===== src/rtl/lu_pkg.sv =====
package lu_pkg;
  localparam int XLEN   = 32;
  localparam int REG_AW = 5;
  localparam int OP_W   = 6;
  localparam int OP_LSB = 26;
  localparam int RS_LSB = 21;
  localparam int RT_LSB = 16;

  localparam logic [OP_W-1:0] OP_ALU   = 6'h00;
  localparam logic [OP_W-1:0] OP_LOAD  = 6'h23;
  localparam logic [OP_W-1:0] OP_STORE = 6'h2B;
  localparam logic [OP_W-1:0] OP_BEQ   = 6'h04;

  typedef struct packed {
    logic reg_wr;
    logic mem_to_reg;
  } wb_ctl_t;

  typedef struct packed {
    logic branch;
    logic mem_rd;
    logic mem_wr;
  } mem_ctl_t;

  typedef struct packed {
    logic       reg_dst;
    logic [1:0] alu_op;
    logic       alu_src;
  } ex_ctl_t;

  typedef struct packed {
    wb_ctl_t  wb;
    mem_ctl_t mem;
    ex_ctl_t  ex;
  } ctrl_t;

  typedef struct packed {
    wb_ctl_t  wb;
    mem_ctl_t mem;
  } late_ctl_t;

  localparam int CTRL_W = $bits(ctrl_t);
  localparam int LATE_W = $bits(late_ctl_t);

  function automatic logic [OP_W-1:0] f_op(input logic [XLEN-1:0] w);
    return w[OP_LSB +: OP_W];
  endfunction

  function automatic logic [REG_AW-1:0] f_rs(input logic [XLEN-1:0] w);
    return w[RS_LSB +: REG_AW];
  endfunction

  function automatic logic [REG_AW-1:0] f_rt(input logic [XLEN-1:0] w);
    return w[RT_LSB +: REG_AW];
  endfunction

  // true when a nonzero producer register feeds the given consumer field
  function automatic logic f_dep(input logic [REG_AW-1:0] prod,
                                 input logic [REG_AW-1:0] cons);
    return (prod != '0) && (prod == cons);
  endfunction
endpackage


===== src/rtl/lu_ctrl_decode.sv =====
module lu_ctrl_decode
  import lu_pkg::*;
(
  input  logic [XLEN-1:0] instr,
  output ctrl_t           ctrl
);
  logic [OP_W-1:0] op;
  assign op = f_op(instr);

  always_comb begin
    ctrl = '0;
    case (op)
      OP_ALU: begin
        ctrl.ex.reg_dst  = 1'b1;
        ctrl.ex.alu_op   = 2'b10;
        ctrl.wb.reg_wr   = 1'b1;
      end
      OP_LOAD: begin
        ctrl.ex.alu_src    = 1'b1;
        ctrl.mem.mem_rd    = 1'b1;
        ctrl.wb.reg_wr     = 1'b1;
        ctrl.wb.mem_to_reg = 1'b1;
      end
      OP_STORE: begin
        ctrl.ex.alu_src = 1'b1;
        ctrl.mem.mem_wr = 1'b1;
      end
      OP_BEQ: begin
        ctrl.ex.alu_op   = 2'b01;
        ctrl.mem.branch  = 1'b1;
      end
      default: ctrl = '0;
    endcase
  end
endmodule


===== src/rtl/lu_hazard_detect.sv =====
module lu_hazard_detect
  import lu_pkg::*;
(
  input  logic              clk,
  input  logic              rst_n,
  input  logic              ex_mem_rd,
  input  logic [REG_AW-1:0] ex_rt,
  input  logic [REG_AW-1:0] id_rs,
  input  logic [REG_AW-1:0] id_rt,
  output logic              stall,
  output logic              pc_wr_en,
  output logic              ifid_wr_en,
  output logic              bubble_sel
);
  logic rs_hit, rt_hit, any_hit;

  assign rs_hit     = f_dep(ex_rt, id_rs);
  assign rt_hit     = f_dep(ex_rt, id_rt);
  assign any_hit    = ex_mem_rd && (rs_hit || rt_hit);
  assign stall      = rst_n && any_hit;
  assign pc_wr_en   = !stall;
  assign ifid_wr_en = !stall;
  assign bubble_sel = stall;


  zero_target_chk: assert property (@(posedge clk) disable iff (!rst_n)
    stall |-> (ex_rt != '0));


  no_load_no_stall_chk: assert property (@(posedge clk) disable iff (!rst_n)
    !ex_mem_rd |-> !stall);


  always_comb begin
    if (rst_n === 1'b0) begin
      reset_quiet_chk: assert (!stall);
    end
  end
endmodule


===== src/rtl/lu_pipe_regs.sv =====
module lu_pipe_regs
  import lu_pkg::*;
#(
  parameter logic [XLEN-1:0] RESET_PC = '0,
  parameter int              PC_STEP  = 4
)(
  input  logic              clk,
  input  logic              rst_n,
  input  logic              pc_wr_en,
  input  logic              ifid_wr_en,
  input  logic              bubble_sel,
  input  logic [XLEN-1:0]   fetch_instr,
  input  ctrl_t             dec_ctrl,
  output logic [XLEN-1:0]   pc_q,
  output logic [XLEN-1:0]   ifid_q,
  output ctrl_t             idex_q,
  output logic [REG_AW-1:0] idex_rt_q,
  output late_ctl_t         exmem_q
);
  localparam logic [XLEN-1:0] STEP = XLEN'(PC_STEP);

  ctrl_t idex_d;
  assign idex_d = bubble_sel ? ctrl_t'('0) : dec_ctrl;

  always_ff @(posedge clk or negedge rst_n) begin
    if (!rst_n) begin
      pc_q      <= RESET_PC;
      ifid_q    <= '0;
      idex_q    <= '0;
      idex_rt_q <= '0;
      exmem_q   <= '0;
    end else begin
      if (pc_wr_en)   pc_q   <= pc_q + STEP;
      if (ifid_wr_en) ifid_q <= fetch_instr;
      idex_q    <= idex_d;
      idex_rt_q <= f_rt(ifid_q);
      exmem_q   <= {idex_q.wb, idex_q.mem};
    end
  end


  pc_hold_chk: assert property (@(posedge clk) disable iff (!rst_n)
    !pc_wr_en |=> (pc_q == $past(pc_q)));


  ifid_hold_chk: assert property (@(posedge clk) disable iff (!rst_n)
    !ifid_wr_en |=> $stable(ifid_q));


  bubble_zero_chk: assert property (@(posedge clk) disable iff (!rst_n)
    bubble_sel |=> (idex_q == '0));


  load_drains_chk: assert property (@(posedge clk) disable iff (!rst_n)
    idex_q.mem.mem_rd |=> (exmem_q.mem.mem_rd && exmem_q.wb.mem_to_reg));
endmodule


===== src/rtl/lu_stall_ctrl.sv =====
module lu_stall_ctrl
  import lu_pkg::*;
#(
  parameter logic [XLEN-1:0] RESET_PC = '0,
  parameter int              PC_STEP  = 4
)(
  input  logic              clk,
  input  logic              rst_n,
  input  logic [XLEN-1:0]   fetch_instr,
  output logic [XLEN-1:0]   pc_out,
  output logic [XLEN-1:0]   ifid_instr_out,
  output logic [CTRL_W-1:0] idex_ctrl_out,
  output logic [REG_AW-1:0] idex_rt_out,
  output logic [LATE_W-1:0] exmem_ctrl_out,
  output logic              stall_out,
  output logic              pc_wr_en,
  output logic              ifid_wr_en,
  output logic              bubble_sel
);
  ctrl_t             dec_ctrl;
  ctrl_t             idex_q;
  late_ctl_t         exmem_q;
  logic [XLEN-1:0]   pc_q, ifid_q;
  logic [REG_AW-1:0] idex_rt_q;
  logic              stall;

  lu_ctrl_decode u_dec (
    .instr (ifid_q),
    .ctrl  (dec_ctrl)
  );

  lu_hazard_detect u_haz (
    .clk        (clk),
    .rst_n      (rst_n),
    .ex_mem_rd  (idex_q.mem.mem_rd),
    .ex_rt      (idex_rt_q),
    .id_rs      (f_rs(ifid_q)),
    .id_rt      (f_rt(ifid_q)),
    .stall      (stall),
    .pc_wr_en   (pc_wr_en),
    .ifid_wr_en (ifid_wr_en),
    .bubble_sel (bubble_sel)
  );

  lu_pipe_regs #(.RESET_PC(RESET_PC), .PC_STEP(PC_STEP)) u_regs (
    .clk         (clk),
    .rst_n       (rst_n),
    .pc_wr_en    (pc_wr_en),
    .ifid_wr_en  (ifid_wr_en),
    .bubble_sel  (bubble_sel),
    .fetch_instr (fetch_instr),
    .dec_ctrl    (dec_ctrl),
    .pc_q        (pc_q),
    .ifid_q      (ifid_q),
    .idex_q      (idex_q),
    .idex_rt_q   (idex_rt_q),
    .exmem_q     (exmem_q)
  );

  assign pc_out         = pc_q;
  assign ifid_instr_out = ifid_q;
  assign idex_ctrl_out  = idex_q;
  assign idex_rt_out    = idex_rt_q;
  assign exmem_ctrl_out = exmem_q;
  assign stall_out      = stall;


  single_bubble_chk: assert property (@(posedge clk) disable iff (!rst_n)
    stall |=> !stall);
endmodule


===== config.mk =====
export PLATFORM = sky130hd
export DESIGN_NAME = lu_stall_ctrl
export DESIGN_NICKNAME = d
export VERILOG_FILES = /design/src/rtl/lu_pkg.sv /design/src/rtl/lu_ctrl_decode.sv /design/src/rtl/lu_hazard_detect.sv /design/src/rtl/lu_pipe_regs.sv /design/src/rtl/lu_stall_ctrl.sv
export SDC_FILE = /design/constraint.sdc
export NUM_CORES = 1
export LEC_CHECK = 0
export ABC_AREA = 1
export BUFFER_PORTS_ARGS = -buffer_cell sky130_fd_sc_hd__buf_2
export CAP_MARGIN = 20
export CORE_ASPECT_RATIO = 0.75
export CORE_MARGIN = 4
export CORE_UTILIZATION = 40
export CTS_CLUSTER_DIAMETER = 60
export DETAILED_ROUTE_END_ITERATION = 10
export HOLD_SLACK_MARGIN = 0.12
export MAX_ROUTING_LAYER = met4
export PLACE_DENSITY = 0.65
export SETUP_SLACK_MARGIN = 0.3
export SLEW_MARGIN = 20
export SYNTH_ARGS = -nofsm -noshare
export SYNTH_HDL_FRONTEND = slang
export SYNTH_HIERARCHICAL = 1
export SYNTH_SLANG_ARGS = --single-unit

===== constraint.sdc =====
create_clock -name clk -period 3.4 [get_ports clk]
set_input_delay 0.34 -clock clk [delete_from_list [all_inputs] [get_ports clk]]
set_output_delay 0.34 -clock clk [all_outputs]
set_load 0.005 [all_outputs]

==> impl_metrics.env, run 1 <==
export IMPL_arrival_ns=2.19
export IMPL_drc=0
export IMPL_grt_overflow=0
export IMPL_worstSetupPathType="in2out"
export IMPL_die_y_um=91.6
export IMPL_numPortBuffers=118
export IMPL_clk_pin_slew_ns=0.06
export IMPL_clockRootBuffer="clkbuf_16"
export IMPL_power_total_uw=2240
export IMPL_drt_iter0_markers=150
export IMPL_rrSetupSlack_ns=1.35
export IMPL_dr_max_layer_used="met4"
export IMPL_dp_hpwl_um=6420
export IMPL_hp_class="in2reg"
export IMPL_syn_inst=379
export IMPL_slew_violations=0
export IMPL_worst_pin_slew_ns=0.718
export IMPL_grt_max_degree=59
export IMPL_place_gp_congestion=0.905
export IMPL_pin_count=121
export IMPL_worst_r2r_startpoint="u_regs/idex_rt_q[3]$_DFF_PN0_"
export IMPL_setup_viol=0
export IMPL_vias=2902
export IMPL_yosysSeqAreaShare=0.544
export IMPL_min_period_over_period=0.745
export IMPL_insertion_delay_ns=0.33
export IMPL_dr_wl_met2_um=4170
export IMPL_wl_met3_um=531
export IMPL_final_common_cell="buf_2"
export IMPL_critPathRequiredTime_ns=3.06
export IMPL_drt_met1_wl_um=3760
export IMPL_clockBufferDepth=2
export IMPL_cts_tree="built"
export IMPL_hold_path_end="u_regs/ifid_q[2]$_DFFE_PN0P_"
export IMPL_core_area_um2=9080
export IMPL_mappedNetlistArea_um2=3730
export IMPL_worst_ir_drop_vdd_v=0.000259
export IMPL_yosys_most_used_dff="dfrtp_1"
export IMPL_via_per_inst=4.59
export IMPL_wl_per_cell_um=13.5
export IMPL_r2r_cells=9
export IMPL_die_area_um2=10900
export IMPL_hold_violations=0
export IMPL_hold_ws_ns=0.222
export IMPL_timing_fmax_ghz=0.395
export IMPL_skew_ns=0.00604
export IMPL_status="finished clean"
export IMPL_grt_pass1_vias=2868
export IMPL_path_max_fanout=34
export IMPL_dr_pass1_iters=5
export IMPL_antenna_cells=0
export IMPL_synth_area_per_cell_um2=9.84
export IMPL_synth_warnings=6
export IMPL_worstReg2RegEnd="u_regs/ifid_q[30]$_DFFE_PN0P_"
export IMPL_synth_enable_flop_cells=0
export IMPL_min_from="fetch_instr[2]"
export IMPL_clkSinkCount=81
export IMPL_rsz0062_at_grt="no"
export IMPL_fp_row_count=30
export IMPL_setup_tns_ns=0
export IMPL_ys_ff_latch=81
export IMPL_async_reset_ff_frac=1.00
export IMPL_min_path_cells=2
export IMPL_start_util=0.410
export IMPL_fin_crit_ns=2.53
export IMPL_drv_cap=0
export IMPL_endpoint_kind="primary output"
export IMPL_numCtsBuffers=9
export IMPL_p_leak_uw=0.00255
export IMPL_ys_types=31
export IMPL_cts_htree_levels=3
export IMPL_layout_nets=535
export IMPL_cts_resized=0
export IMPL_max_slew_margin_rel=0.522
export IMPL_area_growth_pct=26.3
export IMPL_antenna_found_initial=0
export IMPL_power_per_cell_area_nw_per_um2=475
export IMPL_drt_total_wl_um=8530
export IMPL_drive_gt1_frac=0.375
export IMPL_grtUsageTotal=0.167
export IMPL_grt_pass1_wl_um=14300
export IMPL_start_kind="input pin"
export IMPL_most_common_layout_cells="buf_2 (117), dfrtp_1 (81), nand2_1 (69), inv_1 (52), nor2_1 (44)"
export IMPL_ant_nets=0
export IMPL_die_x_um=119
## stage by stage
stage / utilization / instance area (µm²) / std cells / setup WS, ns
after CTS: 0.518 / 4710 / 632 / 0.830
after floorplan: - / 3730 / 380 / 1.59
after detailed placement: 0.487 / 4430 / 616 / 1.33
final: 0.518 / 4710 / 632 / 0.867
after global routing: 0.518 / 4710 / 632 / 0.709
after global placement: 0.487 / 4430 / 616 / 1.38
## area by class of cell
type                            count  area (µm²)
Fill cell                         840        4370
Sequential cell                    81        2030
Multi-Input combinational cell    232        1430
Timing Repair Buffer              121         618
Clock buffer                       10         239
Inverter                           55         206
Tap cell                          128         160
Clock inverter                      5        32.5
## where the power goes
| part | total (µW) | internal (µW) | switching, µW |
|---|---|---|---|
| Clock | 877 | 507 | 370 |
| Sequential | 1110 | 1030 | 81.3 |
| Combinational | 248 | 121 | 127 |
| Total | 2240 | 1660 | 578 |
## cell usage after synthesis (3+ instances only)
library cell | number | share of area
xnor2_1 | 9 | 0.021
mux2_2 | 30 | 0.091
nor2_2 | 5 | 0.0084
nand2_1 | 70 | 0.070
buf_2 | 3 | 0.0040
nand3_1 | 20 | 0.027
inv_2 | 3 | 0.0030
nor2_4 | 3 | 0.0091
nor2_1 | 44 | 0.044
nand3_2 | 3 | 0.0081
xor2_1 | 14 | 0.033
buf_4 | 7 | 0.014
nand4_1 | 9 | 0.015
nand2_2 | 4 | 0.0067
nor3_1 | 5 | 0.0067
inv_1 | 52 | 0.052
dfrtp_1 | 81 | 0.54
## critical path, cell delays in order
cell           delay, ns
dlygate4sd3_1       0.53
buf_4               0.24
nand3_1             0.16
inv_1               0.06
nand2_2             0.21
buf_4               0.44
buf_2               0.20
## flip-flops by register name, summed over array words and instances (netlist names)
register / cells
u_regs/exmem_q: 5
u_regs/ifid_q: 32
u_regs/pc_q: 30
u_regs/idex_rt_q: 5
u_regs/idex_q: 9
## cells by family (layout without fill, tap and decap cells)
kind of cell             count (synthesis)  in the layout  share of synthesized area
other                                    1              2                    0.00101
AND/OR/NAND/NOR                        171            171                      0.220
AO/OA/AOI/OAI                            3              3                    0.00570
flip-flops                              81             81                      0.544
adder cells (fa/ha/maj)                  1              1                    0.00336
XOR/XNOR                                23             23                     0.0540
buffers and inverters                   67            191                     0.0755
multiplexers                            32             32                     0.0966
## metal layers
layer  GRT usage  up-vias
met1       0.213     1397
li1            -     1413
met3      0.0462        4
met2       0.262       88
met5           -        -
met4      0.0515        0
## what timing repair did
action | CTS | global route
hold buffers | 1 | 0
endpoints found under the hold margin | 23 | 0
setup buffers | 0 | 0
## how the worst max path moves through the flow
stage	slack [ns]	depth (start not counted)	startpoint	end
5_1_grt	0.71	7	rst_n	ifid_wr_en
3_3_place_gp	1.38	9	u_regs/idex_rt_q[3]$_DFF_PN0_	pc_wr_en
4_1_cts	0.83	7	rst_n	ifid_wr_en
3_5_place_dp	1.33	9	u_regs/idex_rt_q[3]$_DFF_PN0_	ifid_wr_en
6_report	0.87	7	rst_n	ifid_wr_en
2_1_floorplan	1.59	13	u_regs/idex_rt_q[3]$_DFF_PN0_	u_regs/pc_q[7]$_DFFE_PN0P_
(Power assumes the default switching activity.)
==> run 2: changes to the inputs <==
--- a/config.mk
+++ b/config.mk
@@ -5,7 +5,7 @@
 export SDC_FILE = /design/constraint.sdc
 export NUM_CORES = 1
 export LEC_CHECK = 0
-export ABC_AREA = 1
+export ABC_AREA = 0
 export BUFFER_PORTS_ARGS = -buffer_cell sky130_fd_sc_hd__buf_2
 export CAP_MARGIN = 20
 export CORE_ASPECT_RATIO = 0.75
@@ -15,7 +15,7 @@
 export DETAILED_ROUTE_END_ITERATION = 10
 export HOLD_SLACK_MARGIN = 0.12
 export MAX_ROUTING_LAYER = met4
-export PLACE_DENSITY = 0.65
+export PLACE_DENSITY = 0.67
 export SETUP_SLACK_MARGIN = 0.3
 export SLEW_MARGIN = 20
 export SYNTH_ARGS = -nofsm -noshare
==> constraint.sdc (replaced) <==
create_clock -name clk -period 2.4 [get_ports clk]
set_input_delay 0.24 -clock clk [delete_from_list [all_inputs] [get_ports clk]]
set_output_delay 0.24 -clock clk [all_outputs]
set_load 0.005 [all_outputs]
==> impl_metrics.env, run 2 <==
export IMPL_status="finished clean"
export IMPL_hp_class="in2async"
export IMPL_utilization=0.582
export IMPL_timing_fmax_ghz=0.422
export IMPL_slew_violations=0
export IMPL_max_slew_margin_rel=0.512
export IMPL_mappedNetlistArea_um2=3370
export IMPL_clockRootBuffer="clkbuf_16"
export IMPL_p_sw_frac=0.245
export IMPL_rrSetupSlack_ns=0.03
export IMPL_p_seq_frac=0.468
export IMPL_p_int_uw=2560
export IMPL_setup_tns_ns=0
export IMPL_clockBufferDepth=2
export IMPL_r2r_cells=7
export IMPL_worstSetupPathType="reg2reg"
export IMPL_synth_compound_area_share=0.0122
export IMPL_drv_cap=0
export IMPL_drive_gt1_frac=0.550
export IMPL_p_leak_uw=0.00238
export IMPL_layout_nets=419
export IMPL_yosysSeqAreaShare=0.601
export IMPL_netSwitchingPower_uw=830
export IMPL_synth_xor_area_frac=0.101
export IMPL_yosysTopAreaCell="dfrtp_1"
export IMPL_skew_ns=0.00856
export IMPL_synth_simple_area_share=0.145
export IMPL_antenna_found_initial=0
export IMPL_die_x_um=114
export IMPL_worst_pin_slew_ns=0.732
export IMPL_most_common_layout_cells="buf_2 (117), dfrtp_1 (80), mux2_2 (33), xnor2_1 (22), xor2_1 (16)"
export IMPL_vias=2394
export IMPL_yosys_area_share_adder=0.00371
export IMPL_placed_cells=473
export IMPL_insertion_delay_ns=0.33
export IMPL_synth_enable_flop_cells=0
export IMPL_cts_hold_buf=0
export IMPL_yosysTopAreaCellShare=0.601
export IMPL_grtUsageTotal=0.176
export IMPL_top_regs="u_regs/ifid_q: 32 flops, u_regs/pc_q: 30 flops, u_regs/idex_q: 9 flops"
export IMPL_ant_nets=0
export IMPL_numPortBuffers=118
export IMPL_path_max_fanout=9
export IMPL_min_period_over_period=0.988
export IMPL_die_y_um=87.5
export IMPL_power_per_cell_area_nw_per_um2=724
export IMPL_hold_violations=0
export IMPL_die_area_um2=9980
export IMPL_dr_pass1_iters=4
export IMPL_dp_hpwl_um=5590
export IMPL_hold_ws_ns=0.0741
export IMPL_combPwrFrac=0.103
export IMPL_synth_warnings=6
export IMPL_synthTopCellsByArea="dfrtp_1 (60%), mux2_2 (11%), xnor2_1 (6.0%)"
export IMPL_fp_row_count=28
export IMPL_synthTopCellsByCount="dfrtp_1 (81), mux2_2 (33), xnor2_1 (23)"
export IMPL_clk_pin_slew_ns=0.06
export IMPL_largest_register_ffs=32
export IMPL_clkSinkCount=81
export IMPL_numCtsBuffers=9
export IMPL_grt_overflow=0
export IMPL_drt_iter0_markers=127
export IMPL_grt_pass1_vias=2462
export IMPL_critPathRequiredTime_ns=2.65
export IMPL_yosys_most_used_dff="dfrtp_1"
export IMPL_p_clk_frac=0.428
export IMPL_setup_viol=0
export IMPL_cts_tree="built"
export IMPL_preCtsSetupSlack_ns=0.0195
export IMPL_drc=0
export IMPL_synthMuxAreaShare=0.110
export IMPL_synth_most_common_cell="dfrtp_1"
export IMPL_drt_total_wl_um=8150
export IMPL_endpoint_kind="flop"
export IMPL_antenna_cells=0
export IMPL_area_growth_pct=39.0
export IMPL_grt_max_degree=82
export IMPL_cts_htree_levels=3
export IMPL_final_common_cell="buf_2"
export IMPL_worst_ir_drop_vdd_v=0.000363
export IMPL_ys_ff_latch=81
export IMPL_async_reset_ff_frac=1.00
export IMPL_arrival_ns=2.62
export IMPL_fin_cells=494
export IMPL_core_area_um2=8060
export IMPL_grt_pass1_wl_um=13200
export IMPL_via_per_inst=4.85
export IMPL_syn_inst=251
export IMPL_synth_top_family_by_area="simple AND/OR/NAND/NOR gates"
export IMPL_fin_crit_ns=2.37
export IMPL_synth_area_per_cell_um2=13.4
export IMPL_rsz0062_at_grt="yes"
export IMPL_pin_count=121
export IMPL_fin_ws_ns=0.0296
export IMPL_start_util=0.419
export IMPL_regMostFlops="u_regs/ifid_q"
export IMPL_ys_types=36
export IMPL_wl_per_cell_um=16.5
export IMPL_place_gp_congestion=0.773
export IMPL_start_kind="flop"
==> run 2: cell families (layout without fill, tap and decap cells) <==
group / count (synthesis) / count (layout)
DFF: 81 / 81
and+or+nand+nor: 77 / 77
xor gates and xnor gates: 39 / 39
muxes: 33 / 33
buffers and inverters: 15 / 152
AOI/OAI and AO/OA: 4 / 4
adders and majority gates: 1 / 1
other: 1 / 2
==> run 2: through the flow <==
stage | total power [µW] | instance area, µm²
final | 3390 | 4690
after global routing | 3550 | 4690
after CTS | 3430 | 4610
after detailed placement | 1940 | 4170
after global placement | 1920 | 4170
after floorplan | 1720 | 3470
==> run 2: path summary, 6_finish.rpt <==
path                                                 end                           from
max                          u_regs/pc_q[27]$_DFFE_PN0P_  u_regs/idex_rt_q[3]$_DFF_PN0_
min                           u_regs/idex_q[2]$_DFF_PN0_                          rst_n
max reg2reg                  u_regs/pc_q[27]$_DFFE_PN0P_  u_regs/idex_rt_q[3]$_DFF_PN0_
min reg2reg                  u_regs/exmem_q[3]$_DFF_PN0_     u_regs/idex_q[7]$_DFF_PN0_
max in group asynchronous  u_regs/idex_rt_q[0]$_DFF_PN0_                          rst_n
min in group clk           u_regs/ifid_q[26]$_DFFE_PN0P_                fetch_instr[26]
==> run 2: area by class of cell <==
cell class | instances | area (µm²)
fillers | 689 | 3370
inverters | 3 | 11.3
flip-flops and latches | 81 | 2030
clock inverters | 6 | 92.6
repair buffers | 133 | 779
well taps | 105 | 131
multi-input cells | 156 | 1420
clock buffers | 10 | 229
==> run 2: layer usage <==
| layer | share of wire | wire [µm] | track usage |
|---|---|---|---|
| met5 | 0 | 0 | - |
| met4 | 0.014 | 112 | 0.0529 |
| met3 | 0.039 | 319 | 0.0421 |
| met2 | 0.49 | 3970 | 0.273 |
| met1 | 0.46 | 3750 | 0.233 |
==> run 2: worst max-delay path, stage by stage (launching register included) <==
cell,delay (ns)
dfrtp_1,0.39
or4_4,0.56
o2111ai_4,0.27
nand4_4,0.14
or4_4,0.45
buf_12,0.17
nor3_4,0.16
xor2_1,0.16
==> run 2: repair_timing <==
action | in CTS | in global routing
gates cloned | 1 | 1
endpoints found under the hold margin | 0 | 0
buffers inserted | 2 | 1
resized for setup | 15 | 11
endpoints found under the setup margin | 64 | 64
pin swaps | 8 | 9
==> run 2: power by group through the flow <==
stage	sequential (µW)	combinational, µW	clock (µW)
after floorplan	1600	125	0
after global placement	1600	319	0
after detailed placement	1610	328	0
after CTS	1590	352	1490
after global routing	1610	386	1560
final	1590	350	1450
